===== config.mk =====
export PLATFORM = sky130hd
export DESIGN_NAME = iterDivider
export DESIGN_NICKNAME = d
export VERILOG_FILES = /design/src/rtl/divPkg.sv /design/src/rtl/divCtrl.sv /design/src/rtl/divDatapath.sv /design/src/rtl/iterDivider.sv
export SDC_FILE = /design/constraint.sdc
export NUM_CORES = 1
export LEC_CHECK = 0
export BUFFER_PORTS_ARGS = -buffer_cell sky130_fd_sc_hd__buf_2
export CORE_MARGIN = 2
export CORE_UTILIZATION = 57
export CTS_BUF_LIST = sky130_fd_sc_hd__clkbuf_4
export CTS_CLUSTER_DIAMETER = 120
export DETAILED_ROUTE_END_ITERATION = 8
export PLACE_DENSITY = 0.82
export SLEW_MARGIN = 20
export SYNTH_ARGS = -nofsm -noshare
export SYNTH_HDL_FRONTEND = slang
export SYNTH_HIERARCHICAL = 1
export SYNTH_SLANG_ARGS = --single-unit

===== constraint.sdc =====
create_clock -name clk -period 6.25 [get_ports clk]
set_input_delay 1.25 -clock clk [delete_from_list [all_inputs] [get_ports clk]]
set_output_delay 1.25 -clock clk [all_outputs]
set_load 0.01 [all_outputs]

===== src/rtl/divPkg.sv =====
package divPkg;
  // Strobes from the control FSM to the datapath
  typedef struct packed {
    logic load;     // capture operands
    logic iterate;  // retire STEP_BITS quotient bits
    logic finish;   // publish signed result
  } divStrobes_t;
endpackage


===== src/rtl/divCtrl.sv =====
module divCtrl
  import divPkg::*;
#(
  parameter int LATENCY = 19,
  parameter int ITERS   = 16
) (
  input  logic        clk,
  input  logic        rstN,
  input  logic        start,
  input  logic        irqPending,
  output logic        busy,
  output logic        done,
  output logic        aborted,
  output divStrobes_t strobes
);
  localparam int CW = $clog2(LATENCY + 1);

  logic [CW-1:0] cycleCnt;
  logic accept, cancel, last;

  assign accept = start && !busy && !irqPending;
  assign cancel = busy && irqPending;
  assign last   = busy && !irqPending && (cycleCnt == CW'(LATENCY - 1));

  always_ff @(posedge clk or negedge rstN) begin
    if (!rstN) begin
      busy     <= 1'b0;
      done     <= 1'b0;
      aborted  <= 1'b0;
      cycleCnt <= '0;
    end else begin
      done    <= last;
      aborted <= cancel;
      if (accept) begin
        busy     <= 1'b1;
        cycleCnt <= '0;
      end else if (cancel || last) begin
        busy <= 1'b0;
      end else if (busy) begin
        cycleCnt <= cycleCnt + 1'b1;
      end
    end
  end

  always_comb begin
    strobes.load    = accept;
    strobes.iterate = busy && !irqPending && (cycleCnt < CW'(ITERS));
    strobes.finish  = last;
  end

  initial assert (LATENCY >= ITERS + 1) else $error("LATENCY too short for ITERS");

  // the counter never runs past the latency window
  assert_cnt_in_window_R3: assert property (@(posedge clk) disable iff (!rstN)
    busy |-> (cycleCnt < CW'(LATENCY)));
  // done is a single-cycle pulse and busy is already low with it
  assert_done_pulse_R3: assert property (@(posedge clk) disable iff (!rstN)
    done |=> !done);
  assert_done_not_busy_R3: assert property (@(posedge clk) disable iff (!rstN)
    done |-> !busy);
  // aborted only follows a busy cycle with an interrupt pending
  assert_abort_cause_R6: assert property (@(posedge clk) disable iff (!rstN)
    $rose(aborted) |-> ($past(busy) && $past(irqPending)));
  assert_abort_excl_R6: assert property (@(posedge clk) disable iff (!rstN)
    !(aborted && done));
  // a start while busy does not restart the count
  assert_busy_ignores_start_R7: assert property (@(posedge clk) disable iff (!rstN)
    (busy && start && !irqPending && !last) |=> (busy && cycleCnt == $past(cycleCnt) + 1'b1));
endmodule


===== src/rtl/divDatapath.sv =====
module divDatapath
  import divPkg::*;
#(
  parameter int WIDTH     = 32,
  parameter int STEP_BITS = 2
) (
  input  logic             clk,
  input  logic             rstN,
  input  divStrobes_t      strobes,
  input  logic             isSigned,
  input  logic [WIDTH-1:0] dividend,
  input  logic [WIDTH-1:0] divisor,
  output logic [WIDTH-1:0] quotient,
  output logic [WIDTH-1:0] remainder
);
  localparam logic [WIDTH-1:0] MOST_NEG = {1'b1, {(WIDTH-1){1'b0}}};

  logic [WIDTH-1:0] divisorMag, partRem, acc, origDividend;
  logic             negQuo, negRem, zeroDiv, ovfCase;
  logic [WIDTH-1:0] nextRem, nextAcc;
  logic             sgnA, sgnB;

  assign sgnA = isSigned && dividend[WIDTH-1];
  assign sgnB = isSigned && divisor[WIDTH-1];

  // STEP_BITS restoring steps per cycle
  always_comb begin
    logic [WIDTH:0]   r;
    logic [WIDTH:0]   trial;
    logic [WIDTH-1:0] a;
    r = {1'b0, partRem};
    a = acc;
    for (int s = 0; s < STEP_BITS; s++) begin
      r     = {r[WIDTH-1:0], a[WIDTH-1]};
      a     = {a[WIDTH-2:0], 1'b0};
      trial = r - {1'b0, divisorMag};
      if (!trial[WIDTH]) begin
        r    = trial;
        a[0] = 1'b1;
      end
    end
    nextRem = r[WIDTH-1:0];
    nextAcc = a;
  end

  always_ff @(posedge clk or negedge rstN) begin
    if (!rstN) begin
      divisorMag   <= '0;
      partRem      <= '0;
      acc          <= '0;
      origDividend <= '0;
      negQuo       <= 1'b0;
      negRem       <= 1'b0;
      zeroDiv      <= 1'b0;
      ovfCase      <= 1'b0;
      quotient     <= '0;
      remainder    <= '0;
    end else begin
      if (strobes.load) begin
        acc          <= sgnA ? -dividend : dividend;
        divisorMag   <= sgnB ? -divisor : divisor;
        partRem      <= '0;
        origDividend <= dividend;
        negQuo       <= sgnA ^ sgnB;
        negRem       <= sgnA;
        zeroDiv      <= (divisor == '0);
        ovfCase      <= isSigned && (dividend == MOST_NEG) && (divisor == '1);
      end else if (strobes.iterate) begin
        acc     <= nextAcc;
        partRem <= nextRem;
      end
      if (strobes.finish) begin
        quotient  <= zeroDiv ? '1 : (negQuo ? -acc : acc);
        remainder <= zeroDiv ? origDividend : (negRem ? -partRem : partRem);
      end
    end
  end

  // results move only when the control publishes
  assert_hold_result_R10: assert property (@(posedge clk) disable iff (!rstN)
    !$past(strobes.finish) |-> ($stable(quotient) && $stable(remainder)));
  // most-negative over minus one wraps to most-negative, remainder zero
  assert_no_overflow_R5: assert property (@(posedge clk) disable iff (!rstN)
    (strobes.finish && ovfCase) |=> (quotient == MOST_NEG && remainder == '0));
  // partial remainder stays below the divisor while iterating
  assert_rem_bound_R1: assert property (@(posedge clk) disable iff (!rstN)
    (strobes.finish && !zeroDiv) |-> (partRem < divisorMag));
endmodule


===== src/rtl/iterDivider.sv =====
module iterDivider
  import divPkg::*;
#(
  parameter int WIDTH     = 32,
  parameter int STEP_BITS = 2,
  parameter int LATENCY   = 19
) (
  input  logic             clk,
  input  logic             rstN,
  input  logic             start,
  input  logic             isSigned,
  input  logic [WIDTH-1:0] dividend,
  input  logic [WIDTH-1:0] divisor,
  input  logic             irqPending,
  output logic             busy,
  output logic             done,
  output logic             aborted,
  output logic [WIDTH-1:0] quotient,
  output logic [WIDTH-1:0] remainder
);
  localparam int ITERS = WIDTH / STEP_BITS;

  divStrobes_t strobes;

  divCtrl #(.LATENCY(LATENCY), .ITERS(ITERS)) uCtrl (
    .clk(clk), .rstN(rstN), .start(start), .irqPending(irqPending),
    .busy(busy), .done(done), .aborted(aborted), .strobes(strobes)
  );

  divDatapath #(.WIDTH(WIDTH), .STEP_BITS(STEP_BITS)) uPath (
    .clk(clk), .rstN(rstN), .strobes(strobes), .isSigned(isSigned),
    .dividend(dividend), .divisor(divisor),
    .quotient(quotient), .remainder(remainder)
  );
endmodule


==> metrics.yaml, run 1 <==
timing:
  worstMarginPinSlew_ns: 1.06
  finalSetupTns_ns: 0
  setup_ws_ns: 0.377
  clock.fmax_ghz: 0.170
  max_slew_margin: 0.292
  fin_crit_ns: 5.87
  final.period_utilization: 0.940
  hold_viol_final: 0
  setup_violations: 0
  rsz0062_at_grt: "no"
  fin_worst_skew_ns: 0.0755
  maxSlewViolCount: 0
routing:
  ant_nets: 0
  vias: 14276
  routed_wl_mm: 44.7
  firstDrtPassIters: 5
  dr.first_iter.drc_count: 1400
  viasPerCell: 6.24
  routedWlPerCell_um: 19.5
  drc: 0
worst_setup_path:
  reg2reg_setup_slack_ns: 0.38
  cp-end-kind: "flip-flop"
  crit_slowest_cell: "or3_1"
  worstPathMaxFanout: 19
  r2r_end: "uPath/partRem[14]$_DFFE_PN0P_"
  cp.arrival_ns: 6.41
  critPathKind: "reg2reg"
  rr_worst_depth: 26
  worstPathRequired_ns: 6.79
  start_kind: "flip-flop"
  rr_startpoint: "uPath/acc[31]$_DFFE_PN0P_"
  critPathMaxStageDelay_ns: 0.42
global_routing:
  use_met2: 0.494
  top_usage_layer: "met2"
  grt_max_degree: 100
  grt_pass1_wl_mm: 71.5
  antenna_found_initial: 2
  grt_pass1_vias: 13626
  overflow: 0
  met3_usage: 0.0563
  track_usage: 0.316
  met1_usage: 0.427
floorplanning:
  die_height_um: 166
  placementRows: 59
  die_x_um: 166
  fp.dieArea_mm2: 0.0277
  ios: 136
  initial_core_util: 0.579
  core_mm2: 0.0260
clocking:
  cts_sinks: 203
  cts_inserted_buffers: 56
  cts.htree.levels: 2
  clk_pin_slew_ns: 0.07
  cts_tree: "built"
  clk_latency_ns: 0.72
  hold_buffers: 0
  cts_root_buf: "clkbuf_4"
  clockBufferDepth: 3
logic_synthesis:
  ys_top_cells_by_area: "dfrtp_1, ha_1, mux2_2, xnor2_1, nor2_1"
  synth_top_flop_cell: "dfrtp_1"
  avgSynthCellArea_um2: 8.56
  syn_area_mm2: 0.0150
  syn-num-nets: 1899
  synth_edf_count: 0
  synth_top_area_frac: 0.338
  yosysWarningCount: 6
  syn_inst: 1758
  async_reset_ff_frac: 1.00
  synth.distinct_cells: 75
  seq_area_frac_synth: 0.338
  ys_ff_latch: 203
  synth.largest_area_cell: "dfrtp_1"
hold_path:
  hold_depth: 1
  min_path_type: "reg2reg"
  hp-start: "uPath/quotient[11]$_DFFE_PN0P_"
  worst_hold_path.endpoint: "uPath/quotient[11]$_DFFE_PN0P_"
power_and_ir_drop:
  total_leakage_power_nw: 7.95
  p_per_area_mw_per_mm2: 540
  ir_drop_mv: 0.322
place:
  portBuffers: 135
  gp_congestion: 0.989
  dp_hpwl_mm: 33.9
  dp.cells: 2191
  place_ws_ns: 0.00859
finish:
  final-instance-count-excl-fill: 2289
  final_common_cell: "dfrtp_1"
  layout_common_cells: "dfrtp_1, nor2_1, a21oi_1, o21ai_0"
  drive_above_1_share: 0.201
  finalNetCount: 2056
  area_growth_pct: 12.9
status:
  status: "finished, final reports clean"
run:
  cap_violations: 0
[layer usage]
layer,part of all wire,wire length [um]
met4,0.046,2060
met3,0.087,3890
met2,0.45,20000
met1,0.42,18700
met5,0.00029,13
[power by group]
group | internal, W | switching, W | total, W
combinational | 0.00251 | 0.00364 | 0.00615
sequential | 0.00156 | 0.000305 | 0.00187
clock | 0.000579 | 0.000578 | 0.00116
total | 0.00465 | 0.00453 | 0.00917
[synthesized netlist by cell type, drive strengths merged (5+ instances only)]
cell     instances
xor2            79
ha              70
nor2           204
nand3b          12
a211oi          22
o31ai           26
nor2b           11
inv             68
nand2          135
o22a            30
a21oi          140
o41ai           15
nor3            30
a21o            45
and2             7
nand4           11
o21a            12
dfrtp          203
and3            18
a31oi           14
o21ai          147
or4             12
o31a             9
nor4            27
a21boi           5
clkbuf          72
nand2b          14
mux2i           17
o21bai          10
mux2            72
xnor2           91
a31o             5
or3             14
nand3           17
a2111oi         20
buf             21
o211ai          11
[how the worst max path moves through the flow]
stage | start | end | slack (ns) | depth (start not counted)
2_1_floorplan | uPath/acc[31]$_DFFE_PN0P_ | uPath/partRem[14]$_DFFE_PN0P_ | 0.43 | 26
3_3_place_gp | uPath/acc[31]$_DFFE_PN0P_ | uPath/partRem[27]$_DFFE_PN0P_ | 0.21 | 24
3_5_place_dp | uPath/acc[31]$_DFFE_PN0P_ | uPath/partRem[2]$_DFFE_PN0P_ | 0.009 | 25
4_1_cts | uPath/acc[31]$_DFFE_PN0P_ | uPath/partRem[2]$_DFFE_PN0P_ | 0.01 | 24
5_1_grt | uPath/acc[31]$_DFFE_PN0P_ | uPath/partRem[14]$_DFFE_PN0P_ | 0.03 | 26
6_report | uPath/acc[31]$_DFFE_PN0P_ | uPath/partRem[14]$_DFFE_PN0P_ | 0.38 | 26
[area by class of cell]
cell class	count	area, um^2
diodes	1	2.50
clock buffers	79	593
clock inverters	17	77.6
fillers	2263	8990
inverters	69	264
multi-input cells	1393	9430
flip-flops and latches	203	5080
well taps	335	419
repair buffers	192	1120
[metrics by stage]
| stage | total power, W | util | hold WS (ns) | instance area, um^2 |
|---|---|---|---|---|
| detailed placement | 0.00773 | 0.624 | 0.482 | 16200 |
| CTS | 0.00892 | 0.650 | 0.496 | 16900 |
| finish | 0.00917 | 0.654 | 0.492 | 17000 |
| global route | 0.00980 | 0.654 | 0.510 | 17000 |
| floorplan | 0.00594 | - | 0.459 | 15000 |
| global placement | 0.00765 | 0.624 | 0.475 | 16200 |
[critical path: cells and delay by family, from the launching register on]
kind | cells | cell delay [ns]
muxes | 1 | 0.24
adders and majority gates | 3 | 0.89
DFF | 1 | 0.41
buffers and inverters | 5 | 0.61
and+or+nand+nor | 5 | 1.00
AOI/OAI and AO/OA | 12 | 2.53
[registers in the layout, indices dropped and copies added (netlist names)]
name and cells:
uCtrl/done 1, uPath/negQuo 1, uPath/divisorMag 32, uPath/quotient 32
uPath/remainder 32, uPath/negRem 1, uCtrl/cycleCnt 5, uPath/partRem 32
uPath/zeroDiv 1, uPath/origDividend 32, uCtrl/aborted 1, uPath/acc 32
uCtrl/busy 1
[logic make-up (layout without fill, tap and decap cells)]
family | Yosys count | count (layout) | synth area share
AOI/OAI and AO/OA | 538 | 538 | 0.231
xor gates and xnor gates | 170 | 170 | 0.0990
adders and majority gates | 72 | 72 | 0.0609
buffers and inverters | 162 | 357 | 0.0422
DFF | 203 | 203 | 0.338
muxes | 89 | 89 | 0.0654
other | 0 | 1 | 0
and+or+nand+nor | 524 | 524 | 0.164
[repair_timing]
item | in CTS | in global routing
endpoints found under the setup margin | 2 | 33
buffers inserted | 0 | 1
resized for setup | 2 | 21
pin swaps | 0 | 5
No activity file was read; power rests on OpenSTA's default activity.
==> run 2: changes to the inputs <==
--- a/config.mk
+++ b/config.mk
@@ -8,7 +8,7 @@
 export BUFFER_PORTS_ARGS = -buffer_cell sky130_fd_sc_hd__buf_2
 export CORE_MARGIN = 2
 export CORE_UTILIZATION = 57
-export CTS_BUF_LIST = sky130_fd_sc_hd__clkbuf_4
+export CTS_BUF_LIST = sky130_fd_sc_hd__clkbuf_8
 export CTS_CLUSTER_DIAMETER = 120
 export DETAILED_ROUTE_END_ITERATION = 8
 export PLACE_DENSITY = 0.82
==> run 2 against run 1 <==
Clock power is 4% higher. Worst setup slack got worse by 0.062 ns. Critical path type unchanged. Clock-buffer cell count is 35 lower. Critical endpoint is now uPath/partRem[2]$_DFFE_PN0P_. Highest routed layer is now met4. Clock skew is 0.050 ns lower.
==> metrics.yaml, run 2 (synthesis results as in run 1) <==
status:
  status: "finished, final reports clean"
finish:
  final_common_cell: "dfrtp_1"
  layout_common_cells: "dfrtp_1, nor2_1, a21oi_1, o21ai_0"
  fillers: 2248  # -0.66%
  drive_above_1_share: 0.185  # -0.0156
  antenna_cells: 0  # -1
  regArea_mm2: 0.00508  # unchanged
  area_growth_pct: 13.0  # about the same
  finalNetCount: 2037  # -0.92%
  multi_input_area_mm2: 0.00942  # -0.13%
  final-instance-count-excl-fill: 2253  # -1.6%
power_and_ir_drop:
  clkPwrFrac: 0.131  # +0.005
  pwr-share-comb: 0.666  # -0.004
  ir_drop_mv: 0.310  # -3.8%
  netSwitchingFraction: 0.490  # -0.00359
  seqPwrFrac: 0.203  # about the same
  p_per_area_mw_per_mm2: 542  # +0.39%
  p_int_w: 0.00470  # +1.2%
  power.switching_w: 0.00451  # -0.27%
  total_leakage_power_nw: 7.96  # +0.14%
floorplanning:
  initial_core_util: 0.579  # unchanged
  die_height_um: 166  # unchanged
  ios: 136  # unchanged
  placementRows: 59  # unchanged
  die_x_um: 166  # unchanged
  fp.dieArea_mm2: 0.0277  # unchanged
  core_mm2: 0.0260  # unchanged
timing:
  fin_worst_skew_ns: 0.0254  # -0.0502 ns
  clock.fmax_ghz: 0.169  # -1.0%
  maxSlewViolCount: 0  # unchanged
  setup_ws_ns: 0.315  # -0.0616 ns
  fin_crit_ns: 5.93  # +0.0616 ns
  setup_violations: 0  # unchanged
  max_slew_margin: 0.291  # -0.00100
  worstMarginPinSlew_ns: 1.06  # +0.00150 ns
  final.period_utilization: 0.950  # +0.00986
  hold_viol_final: 0  # unchanged
global_routing:
  grt_max_degree: 100  # unchanged
  overflow: 0  # unchanged
  grt_pass1_vias: 13447  # -1.3%
  track_usage: 0.317  # +0.00132
  grt_pass1_wl_mm: 71.6  # +0.24%
  antenna_found_initial: 0  # -2
worst_setup_path:
  start_kind: "flip-flop"
  cp.arrival_ns: 6.37  # -0.04 ns
  cp-end-kind: "flip-flop"
  reg2reg_setup_slack_ns: 0.32  # -0.06 ns
  rr_startpoint: "uPath/acc[31]$_DFFE_PN0P_"
  critPathKind: "reg2reg"
  crit_slowest_cell: "or3_1"
  r2r_end: "uPath/partRem[2]$_DFFE_PN0P_"
  worstPathMaxFanout: 19  # unchanged
  rr_worst_depth: 26  # unchanged
  crit_start: "uPath/acc[31]$_DFFE_PN0P_"
  cp_num_buf_inv: 5  # unchanged
  worstPathRequired_ns: 6.69  # -0.10 ns
  critPathMaxStageDelay_ns: 0.44  # +0.02 ns
  crit_family: "compound AO/OA/AOI/OAI gates"
routing:
  firstDrtPassIters: 6  # +1
  vias: 14090  # -1.3%
  routed_wl_mm: 44.7  # about the same
  ant_nets: 0  # unchanged
  routedWlPerCell_um: 19.8  # +1.6%
  dr.first_iter.drc_count: 1424  # +1.7%
  drc: 0  # unchanged
  viasPerCell: 6.25  # +0.27%
clocking:
  cts_tree: "built"
  clk_latency_ns: 0.56  # -0.16 ns
  clk_pin_slew_ns: 0.05  # -0.02 ns
  cts_sinks: 203  # unchanged
  clockBufferDepth: 3  # unchanged
  hold_buffers: 0  # unchanged
  cts_root_buf: "clkbuf_8"
  cts_inserted_buffers: 37  # -34%
  cts.htree.levels: 2  # unchanged
hold_path:
  min_path_type: "reg2reg"
  hp-start: "uPath/quotient[16]$_DFFE_PN0P_"
  worst_hold_path.endpoint: "uPath/quotient[16]$_DFFE_PN0P_"
  hold_depth: 1  # unchanged
place:
  gp_congestion: 0.989  # unchanged
  portBuffers: 135  # unchanged
  place_ws_ns: 0.00859  # unchanged
  dp.cells: 2191  # unchanged
  dp_hpwl_mm: 33.9  # unchanged
run:
  cap_violations: 0  # unchanged
==> run 2: changes by cell type in the layout (fill, tap and decap cells not counted), moves of 2 or more <==
| cell | delta |
|---|---|
| clkbuf_8 | +44 |
| clkinvlp_4 | -2 |
| clkbuf_4 | -79 |
| inv_1 | +12 |
| clkinv_1 | -13 |
==> run 2: metrics by stage <==
stage / power, W / hold WS (ns) / TNS, ns / util / cell area [um^2]
after CTS: 0.00897 / 0.495 / 0 / 0.651 / 16900
after detailed placement: 0.00773 / 0.482 / 0 / 0.624 / 16200
after global placement: 0.00765 / 0.475 / 0 / 0.624 / 16200
after floorplan: 0.00594 / 0.459 / 0 / - / 15000
final: 0.00922 / 0.491 / 0 / 0.654 / 17000
after global routing: 0.00983 / 0.507 / -0.00741 / 0.654 / 17000
==> run 2: layer usage <==
metal / wire length, um / vias up / track usage
met5: 0 / - / 0
met4: 1630 / 0 / 0.131
met3: 3670 / 101 / 0.0523
met2: 20400 / 647 / 0.502
met1: 19100 / 6716 / 0.435
li1: - / 6626 / -
==> run 2: power groups by stage <==
stage	Combinational, W	Sequential [W]	Clock (W)
floorplan	0.00414	0.00180	0
global placement	0.00578	0.00186	0
detailed placement	0.00585	0.00188	0
CTS	0.00589	0.00186	0.00123
global route	0.00664	0.00190	0.00129
finish	0.00614	0.00187	0.00121
==> run 2: final cells by class <==
type,instances,area share
well taps,335,0.0247
multi-input cells,1393,0.554
clock buffers,44,0.0356
clock inverters,17,0.00537
inverters,69,0.0155
repair buffers,192,0.0662
flip-flops and latches,203,0.299
==> run 2: repair_timing <==
item                                    4_1_cts  5_1_grt
buffers inserted                              0        1
pin swaps                                     0        5
resized for setup                             1       19
endpoints found under the setup margin        1       33
==> run 2: worst max-delay path by stage <==
stage | slack (ns) | endpoint | depth (start not counted)
after global placement | 0.21 | uPath/partRem[27]$_DFFE_PN0P_ | 24
after floorplan | 0.43 | uPath/partRem[14]$_DFFE_PN0P_ | 26
after CTS | 0.009 | uPath/partRem[2]$_DFFE_PN0P_ | 26
final | 0.32 | uPath/partRem[2]$_DFFE_PN0P_ | 26
after global routing | -0.005 | uPath/partRem[2]$_DFFE_PN0P_ | 26
after detailed placement | 0.009 | uPath/partRem[2]$_DFFE_PN0P_ | 25
